### config.mk
export PLATFORM = sky130hd
export DESIGN_NAME = dac_input_reg
export DESIGN_NICKNAME = d
export VERILOG_FILES = /design/src/rtl/dacreg_pkg.sv /design/src/rtl/dacreg_byte_map.sv /design/src/rtl/dacreg_ranks.sv /design/src/rtl/dacreg_coder.sv /design/src/rtl/dac_input_reg.sv
export SDC_FILE = /design/constraint.sdc
export NUM_CORES = 1
export LEC_CHECK = 0
export BUFFER_PORTS_ARGS = -buffer_cell sky130_fd_sc_hd__buf_4
export CAP_MARGIN = 20
export CORE_UTILIZATION = 46
export CTS_CLUSTER_DIAMETER = 30
export DETAILED_ROUTE_END_ITERATION = 12
export PLACE_DENSITY_LB_ADDON = 0.15
export SLEW_MARGIN = 5
export SYNTH_ARGS = -nofsm -noshare
export SYNTH_HDL_FRONTEND = slang
export SYNTH_SLANG_ARGS = --single-unit
### constraint.sdc
create_clock -name clk_i -period 1.05 [get_ports clk_i]
set_input_delay 0.21 -clock clk_i [delete_from_list [all_inputs] [get_ports clk_i]]
set_output_delay 0.21 -clock clk_i [all_outputs]
set_load 0.01 [all_outputs]
### src/rtl/dacreg_pkg.sv
package dacreg_pkg;
  typedef enum logic [1:0] {
    CODE_STRAIGHT = 2'b00,
    CODE_OFFSET   = 2'b01,
    CODE_TWOS     = 2'b10,
    CODE_ALT      = 2'b11
  } code_mode_e;

  localparam logic [1:0] OFF_LOW  = 2'b01;
  localparam logic [1:0] OFF_HIGH = 2'b10;
endpackage

### src/rtl/dacreg_byte_map.sv
module dacreg_byte_map import dacreg_pkg::*; #(
  parameter int NIB_W   = 4,
  parameter int NIBBLES = 3,
  localparam int CODE_W = NIB_W * NIBBLES,
  localparam int BYTE_W = 2 * NIB_W
) (
  input  logic              byte_mode_i,
  input  logic              right_just_i,
  input  logic [1:0]        byte_addr_i,
  input  logic [NIBBLES:0]  addr_ni,
  input  logic [CODE_W-1:0] data_i,
  output logic [NIBBLES:0]  en_o,
  output logic [CODE_W-1:0] bus_o
);
  always_comb begin
    en_o  = '0;
    bus_o = '0;
    if (!byte_mode_i) begin
      en_o  = ~addr_ni;
      bus_o = data_i;
    end else if (!right_just_i) begin
      if (byte_addr_i == OFF_LOW) begin
        bus_o[NIB_W-1:0] = data_i[BYTE_W-1:NIB_W];
        en_o[0] = 1'b1;
      end else if (byte_addr_i == OFF_HIGH) begin
        bus_o[CODE_W-1:CODE_W-BYTE_W] = data_i[BYTE_W-1:0];
        for (int k = NIBBLES - 2; k < NIBBLES; k++) en_o[k] = 1'b1;
        en_o[NIBBLES] = 1'b1;
      end
    end else begin
      if (byte_addr_i == OFF_LOW) begin
        bus_o[BYTE_W-1:0] = data_i[BYTE_W-1:0];
        for (int k = 0; k < 2; k++) en_o[k] = 1'b1;
      end else if (byte_addr_i == OFF_HIGH) begin
        bus_o[CODE_W-1:BYTE_W] = data_i[CODE_W-BYTE_W-1:0];
        for (int k = 2; k < NIBBLES; k++) en_o[k] = 1'b1;
        en_o[NIBBLES] = 1'b1;
      end
    end
  end
endmodule

### src/rtl/dacreg_ranks.sv
module dacreg_ranks #(
  parameter int NIB_W   = 4,
  parameter int NIBBLES = 3,
  localparam int CODE_W = NIB_W * NIBBLES
) (
  input  logic              clk_i,
  input  logic              rst_ni,
  input  logic [NIBBLES:0]  en_i,
  input  logic [CODE_W-1:0] bus_i,
  output logic [CODE_W-1:0] rank1_o,
  output logic [CODE_W-1:0] rank2_o
);
  logic load;
  assign load = en_i[NIBBLES];

  for (genvar k = 0; k < NIBBLES; k++) begin : g_nib
    localparam int LO = k * NIB_W;
    logic [NIB_W-1:0] fwd;
    // forward fresh bus nibble when both ranks open in one write
    assign fwd = en_i[k] ? bus_i[LO +: NIB_W] : rank1_o[LO +: NIB_W];

    always_ff @(posedge clk_i or negedge rst_ni) begin
      if (!rst_ni) begin
        rank1_o[LO +: NIB_W] <= '0;
        rank2_o[LO +: NIB_W] <= '0;
      end else begin
        if (en_i[k]) rank1_o[LO +: NIB_W] <= bus_i[LO +: NIB_W];
        if (load)    rank2_o[LO +: NIB_W] <= fwd;
      end
    end

    assert_fwd_fresh_R6: assert property (@(posedge clk_i) disable iff (!rst_ni)
      (load && en_i[k]) |=> (rank2_o[LO +: NIB_W] == $past(bus_i[LO +: NIB_W])));
    assert_nib_hold_R4: assert property (@(posedge clk_i) disable iff (!rst_ni)
      !en_i[k] |=> $stable(rank1_o[LO +: NIB_W]));
  end

  assert_rank2_hold_R5: assert property (@(posedge clk_i) disable iff (!rst_ni)
    !load |=> $stable(rank2_o));
endmodule

### src/rtl/dacreg_coder.sv
module dacreg_coder import dacreg_pkg::*; #(
  parameter int CODE_W = 12
) (
  input  logic [1:0]        mode_i,
  input  logic [CODE_W-1:0] code_i,
  output logic [CODE_W-1:0] code_o,
  output logic              bipolar_o
);
  always_comb begin
    code_o    = code_i;
    bipolar_o = 1'b0;
    case (code_mode_e'(mode_i))
      CODE_OFFSET: bipolar_o = 1'b1;
      CODE_TWOS: begin
        code_o[CODE_W-1] = ~code_i[CODE_W-1];
        bipolar_o = 1'b1;
      end
      default: ;
    endcase
  end
endmodule

### src/rtl/dac_input_reg.sv
module dac_input_reg import dacreg_pkg::*; #(
  parameter int NIB_W   = 4,
  parameter int NIBBLES = 3,
  localparam int CODE_W = NIB_W * NIBBLES
) (
  input  logic              clk_i,
  input  logic              rst_ni,
  input  logic              wr_i,
  input  logic              cs_ni,
  input  logic [NIBBLES:0]  addr_ni,
  input  logic              byte_mode_i,
  input  logic              right_just_i,
  input  logic [1:0]        byte_addr_i,
  input  logic [CODE_W-1:0] data_i,
  input  logic [1:0]        code_mode_i,
  output logic [CODE_W-1:0] dac_code_o,
  output logic              bipolar_o
);
  logic [NIBBLES:0]  en_raw, en;
  logic [CODE_W-1:0] bus, rank1, rank2;

  dacreg_byte_map #(.NIB_W(NIB_W), .NIBBLES(NIBBLES)) u_map (
    .byte_mode_i (byte_mode_i),
    .right_just_i(right_just_i),
    .byte_addr_i (byte_addr_i),
    .addr_ni     (addr_ni),
    .data_i      (data_i),
    .en_o        (en_raw),
    .bus_o       (bus)
  );

  assign en = (wr_i && !cs_ni) ? en_raw : '0;

  dacreg_ranks #(.NIB_W(NIB_W), .NIBBLES(NIBBLES)) u_ranks (
    .clk_i  (clk_i),
    .rst_ni (rst_ni),
    .en_i   (en),
    .bus_i  (bus),
    .rank1_o(rank1),
    .rank2_o(rank2)
  );

  dacreg_coder #(.CODE_W(CODE_W)) u_coder (
    .mode_i   (code_mode_i),
    .code_i   (rank2),
    .code_o   (dac_code_o),
    .bipolar_o(bipolar_o)
  );

  assert_idle_hold_R2: assert property (@(posedge clk_i) disable iff (!rst_ni)
    (cs_ni || !wr_i) |=> ($stable(rank1) && $stable(rank2)));
  assert_noaddr_hold_R3: assert property (@(posedge clk_i) disable iff (!rst_ni)
    (!cs_ni && wr_i && !byte_mode_i && (&addr_ni)) |=> ($stable(rank1) && $stable(rank2)));
  assert_badoff_hold_R9: assert property (@(posedge clk_i) disable iff (!rst_ni)
    (byte_mode_i && (byte_addr_i == 2'b00 || byte_addr_i == 2'b11))
      |=> ($stable(rank1) && $stable(rank2)));
  assert_twos_msb_R10: assert property (@(posedge clk_i) disable iff (!rst_ni)
    (code_mode_i == CODE_TWOS) |-> (dac_code_o[CODE_W-1] != rank2[CODE_W-1]));
endmodule

== Word level (Yosys, flattened, before mapping) ==
Index checks and enable logic that the tools add are counted.
Widths: inputs -> output; s select.

* Multiplexer cells: 22
* Bitwise operators: 2
* Equality and inequality tests: 4
* Reduce and logical (&&, ||, !) cells: 3

{| class="wikitable"
|+ Operators with widths
! operator !! count
|-
| $mux 4 || 9
|-
| $mux 12 || 2
|-
| $mux 8 || 3
|-
| $mux 2 || 3
|-
| $mux 3 || 2
|-
| $eq 2x1->1 const B || 2
|-
| $eq 2x2->1 const B || 2
|-
| $not 4->4 || 1
|-
| $mux 1 || 3
|-
| $reduce_or 2->1 || 1
|-
| $logic_and 1x1->1 || 1
|-
| $logic_not 1->1 || 1
|-
| $not 1->1 || 1
|}

* Logic and storage cells: 37
* Input port bits: 26
* Output and inout port bits: 13
* Bits in registers: 24

== Logic depth before layout (Yosys ltp) ==
* Depth in word-level cells: 7
* Depth in mapped cells: 5
* Depth with buffers taken out: 4

== By module ==
From an unflattened synthesis, not the netlist that was laid out.

* Cell total of the unflattened synthesis: 116
* Area, all modules: 1482.7 µm²

{| class="wikitable"
|+ By module, submodules not included
! module !! seq. area each (µm²) !! cells each !! area an instance (µm²) !! instances
|-
| dacreg_ranks || 600.6 || 49 || 968.4 || 1
|-
| dacreg_byte_map || 0.0 || 48 || 367.9 || 1
|-
| dacreg_coder || 0.0 || 15 || 111.4 || 1
|-
| dac_input_reg || 0.0 || 4 || 35.0 || 1
|}

== Worst setup path after synthesis ==
No wires, ideal clock.

* Path type: input to register
* From: input port byte_mode_i
* To: register u_ranks.rank2_o[10]
* Required time: 0.925 ns
* Path buffers: 0
* Cell stages on the path: 4
* Setup time: 0.125 ns
* Slack: -0.286 ns
* Arrival: 1.211 ns
* Cells stage by stage: and3b_2 o21ai_4 mux2_4 mux2_2

* Cells in the longest elaborated chain, start to end: 3
* Elaborated cells between the ends (all ways): 4
* Classes of those cells: mux: 4

{| class="wikitable"
|+ Ends and longest elaborated chain
! item !! line !! source
|-
| start, declared || dac_input_reg.sv:11 || <nowiki>input logic byte_mode_i,</nowiki>
|-
| $mux 4 || dacreg_byte_map.sv:18 || <nowiki>if (!byte_mode_i) begin</nowiki>
|-
| $mux 4 || dac_input_reg.sv:32 || <nowiki>assign en = (wr_i && !cs_ni) ? en_raw : '0;</nowiki>
|-
| $mux 4 * || dacreg_ranks.sv:20 || <nowiki>assign fwd = en_i[k] ? bus_i[LO +: NIB_W] : rank1_o[LO +: NIB_W];</nowiki>
|-
| via u_ranks.g_nib[2].fwd[2] || dacreg_ranks.sv:18 || <nowiki>logic [NIB_W-1:0] fwd;</nowiki>
|-
| end signal, assigned by index || dacreg_ranks.sv:28 || <nowiki>if (load) rank2_o[LO +: NIB_W] <= fwd;</nowiki>
|-
| end, declared || dacreg_ranks.sv:11 || <nowiki>output logic [CODE_W-1:0] rank2_o</nowiki>
|}

The timed path passes the listed nets; every way through them passes the cells marked *.
A chain may end at the register's enable or synchronous reset.

== Worst setup path after layout ==
* From: register u_ranks.rank2_o[11]
* To: output port dac_code_o[11]

* Cells in the longest elaborated chain, start to end: 2

{| class="wikitable"
|+ Ends and longest elaborated chain
! item !! line !! source
|-
| $not 1->1 || dacreg_coder.sv:15 || <nowiki>code_o[CODE_W-1] = ~code_i[CODE_W-1];</nowiki>
|-
| $mux 1 * || dacreg_coder.sv:12 || <nowiki>case (code_mode_e'(mode_i))</nowiki>
|-
| end, declared || dac_input_reg.sv:16 || <nowiki>output logic [CODE_W-1:0] dac_code_o,</nowiki>
|}

Every way passes the cells marked *; elsewhere a longest branch is shown, timed or not.

==> results.toml <==
[place]
pre_cts_slack_ns = -0.448
dpl.hpwl_microns = 2510
place_area_sq_mm = 0.00183
io_buffers = 38
gp_congestion = 0.836
placed_cells = 207

[setup_path]
crit_path_end_kind = "primary output"
required_ns = 0.84
start_kind = "flip-flop"
cp_top_family = "flip-flops"
cp_num_buf_inv = 1
reg2regPathDepth = 2
crit_type = "flip-flop to primary output"
cp_max_fo = 2
cp_cell_sequence = "xor2_1 -> buf_4"
cp.depth = 2
regToRegSetupSlack_ns = 0.02
slowest_delay_ns = 0.43
cp.arrival_ns = 1.04
crit_slowest_cell = "dfrtp_1"

[drt]
dr_total_vias = 1227
vias_per_cell = 5.50
wl_microns = 3680
postRouteAntennaNets = 0
first_pass_iters = 4
post-route-drc-count = 0
avgRoutedWirePerCell_microns = 16.5
drt_iter0_drc = 40

[finish]
area_delta_synth_final_pct = 60.3
final_core_utilization_pct = 78.2
drive_above_1_share_pct = 58.9
diodes = 0
multi_input_area_sq_um = 860
fillCellCount = 186
final_cells = 223
regArea_sq_um = 601
design_area_sq_mm = 0.00217
nets = 220

[hold_path]
hold_path_depth = 3
holdCritPathClass = "primary input to flip-flop"

[grt]
grt_pass1_wl_microns = 5350
grt_pass1_vias = 1191
grt_max_degree = 25
antenna_found_initial = 0
grt_usage_pct = 21.9
grt_remaining_overflow = 0

[synthesis]
netlist_instances = 133
synth_common_cells = "24 x dfrtp_1, 19 x nor2_1, 11 x buf_4"
synth_top_cell_by_area = "dfrtp_1"
yosys-top-cells-area = "dfrtp_1 44%, buf_4 6.1%, nor2_1 5.3%"
yosysSeqAreaShare_pct = 44.3
synth_edf_count = 0
synth_top_area_share_pct = 44.3
yosysMostFrequentCell = "dfrtp_1"
synth_async_sr_flop_share_pct = 100
ys_ff_latch = 24
syn-num-nets = 160
syn_area_per_cell_sq_um = 10.2
yosysUniqueCellTypes = 32
ys.flop_type = "dfrtp_1"
syn_area_sq_mm = 0.00136
yosysWarningCount = 0

[timing]
maxSlewHeadroom_pct = 77.3
hold_violations = 0
final.setup.tns_ns = -0.734
fin_crit_ns = 1.25
max_clock_freq_mhz = 802
period_share_pct = 119
worst_slew_pin_slew_ns = 0.339
layout_setup_ws_ns = -0.197
rsz0062_at_grt = "true"
fin_skew_ns = 0.00209
hold_slack_ns = 0.167
slew_viol_final = 0
final-setup-viol-count = 16

[power_and_ir_drop]
finalPower_mw = 3.01
power_density_mw_per_mm2 = 1380
p_leak_nw = 1.01
vdd_ir_drop_max_uv = 1290

[cts]
cts_buffer_depth = 2
cts_made_buffers = 3
clk_pin_slew_worst_paths_ns = 0.14
root_buffer = "clkbuf_4"
cts_max_level = 1
cts_tree = "done"
cts_sinks = 24
clkLatencyLatePin_ns = 0.32

[run]
drv_cap = 0

[floorplan]
dieArea_sq_mm = 0.00317
coreArea_sq_mm = 0.00278
initial_core_util_pct = 48.8
rows = 19
die_w_microns = 56.3
boundaryPins = 39
fp.dieH_microns = 56.3

[run_status]
status = "finished, violations left"
violations = "negative setup slack"
layer usage:
layer  wire (microns)  track usage, %
met1             1510            26.0
met2             2050            41.2
met3               96            4.84
met4               21            2.79
met5                0               0
power by group:
group          total [mW]  switching, mW  internal (mW)  leakage [nW]
Sequential           1.30          0.136           1.16         0.294
Combinational        1.20          0.488          0.712         0.699
Clock               0.508          0.295          0.212        0.0210
path summary, 6_finish.rpt:
| path | endpoint | start |
|---|---|---|
| setup reg to reg | u_ranks.rank2_o[8] | u_ranks.rank1_o[8] |
| hold / removal | u_ranks.rank1_o[1] | data_i[5] |
| min in group asynchronous | u_ranks.rank2_o[3] | rst_ni |
| setup / recovery | dac_code_o[11] | u_ranks.rank2_o[11] |
| max in group asynchronous | u_ranks.rank1_o[8] | rst_ni |
| hold reg to reg | u_ranks.rank1_o[11] | u_ranks.rank1_o[11] |
placed cells by master (no fill, tap or decap), types with 2 or more instances in the layout:
cell / instances
buf_4: 49
dfrtp_1: 24
buf_6: 19
nor2_1: 15
nand2_1: 8
o31ai_1: 8
inv_1: 7
mux2_4: 5
mux2i_1: 4
o2bb2ai_1: 4
nor2_2: 4
a21boi_2: 4
nor4_4: 4
o21ai_4: 3
a221oi_4: 3
mux2_2: 3
clkbuf_4: 3
nand3b_1: 2
and3b_2: 2
a21oi_1: 2
a21oi_2: 2
kinds of logic (layout without fill, tap and decap cells):
logic type / after synthesis / in the layout / synth area share, %
compound gates: 32 / 32 / 18.0
xor+xnor: 1 / 1 / 0.646
fa+ha+maj: 1 / 1 / 0.922
buf+inv: 23 / 82 / 9.69
flops: 24 / 24 / 44.3
mux: 12 / 12 / 10.7
simple gates: 40 / 40 / 15.8
worst reg2reg max path, stage by stage (launching register included):
cell,delay [ns]
dfrtp_1,0.41
mux2_4,0.27
mux2_2,0.26
sequential cells by signal, summed over array words and instances (netlist names):
register	count
u_ranks.rank1_o	12
u_ranks.rank2_o	12
cell type report:
class                   count  area share (%)
multi-input cells          86            39.5
inverters                   8            1.50
repair buffers             70            27.9
clock buffers               4            1.67
flip-flops and latches     24            27.6
well taps                  31            1.78
repair_timing:
item | 4_1_cts | 5_1_grt
cloned | 0 | 0
pin swaps | 4 | 11
endpoints found under the hold margin | 24 | 0
resized for setup | 17 | 30
setup buffers | 4 | 7
hold buffers | 1 | 0
setup endpoints to repair | 24 | 29
Power figures use the tool's default switching activity.
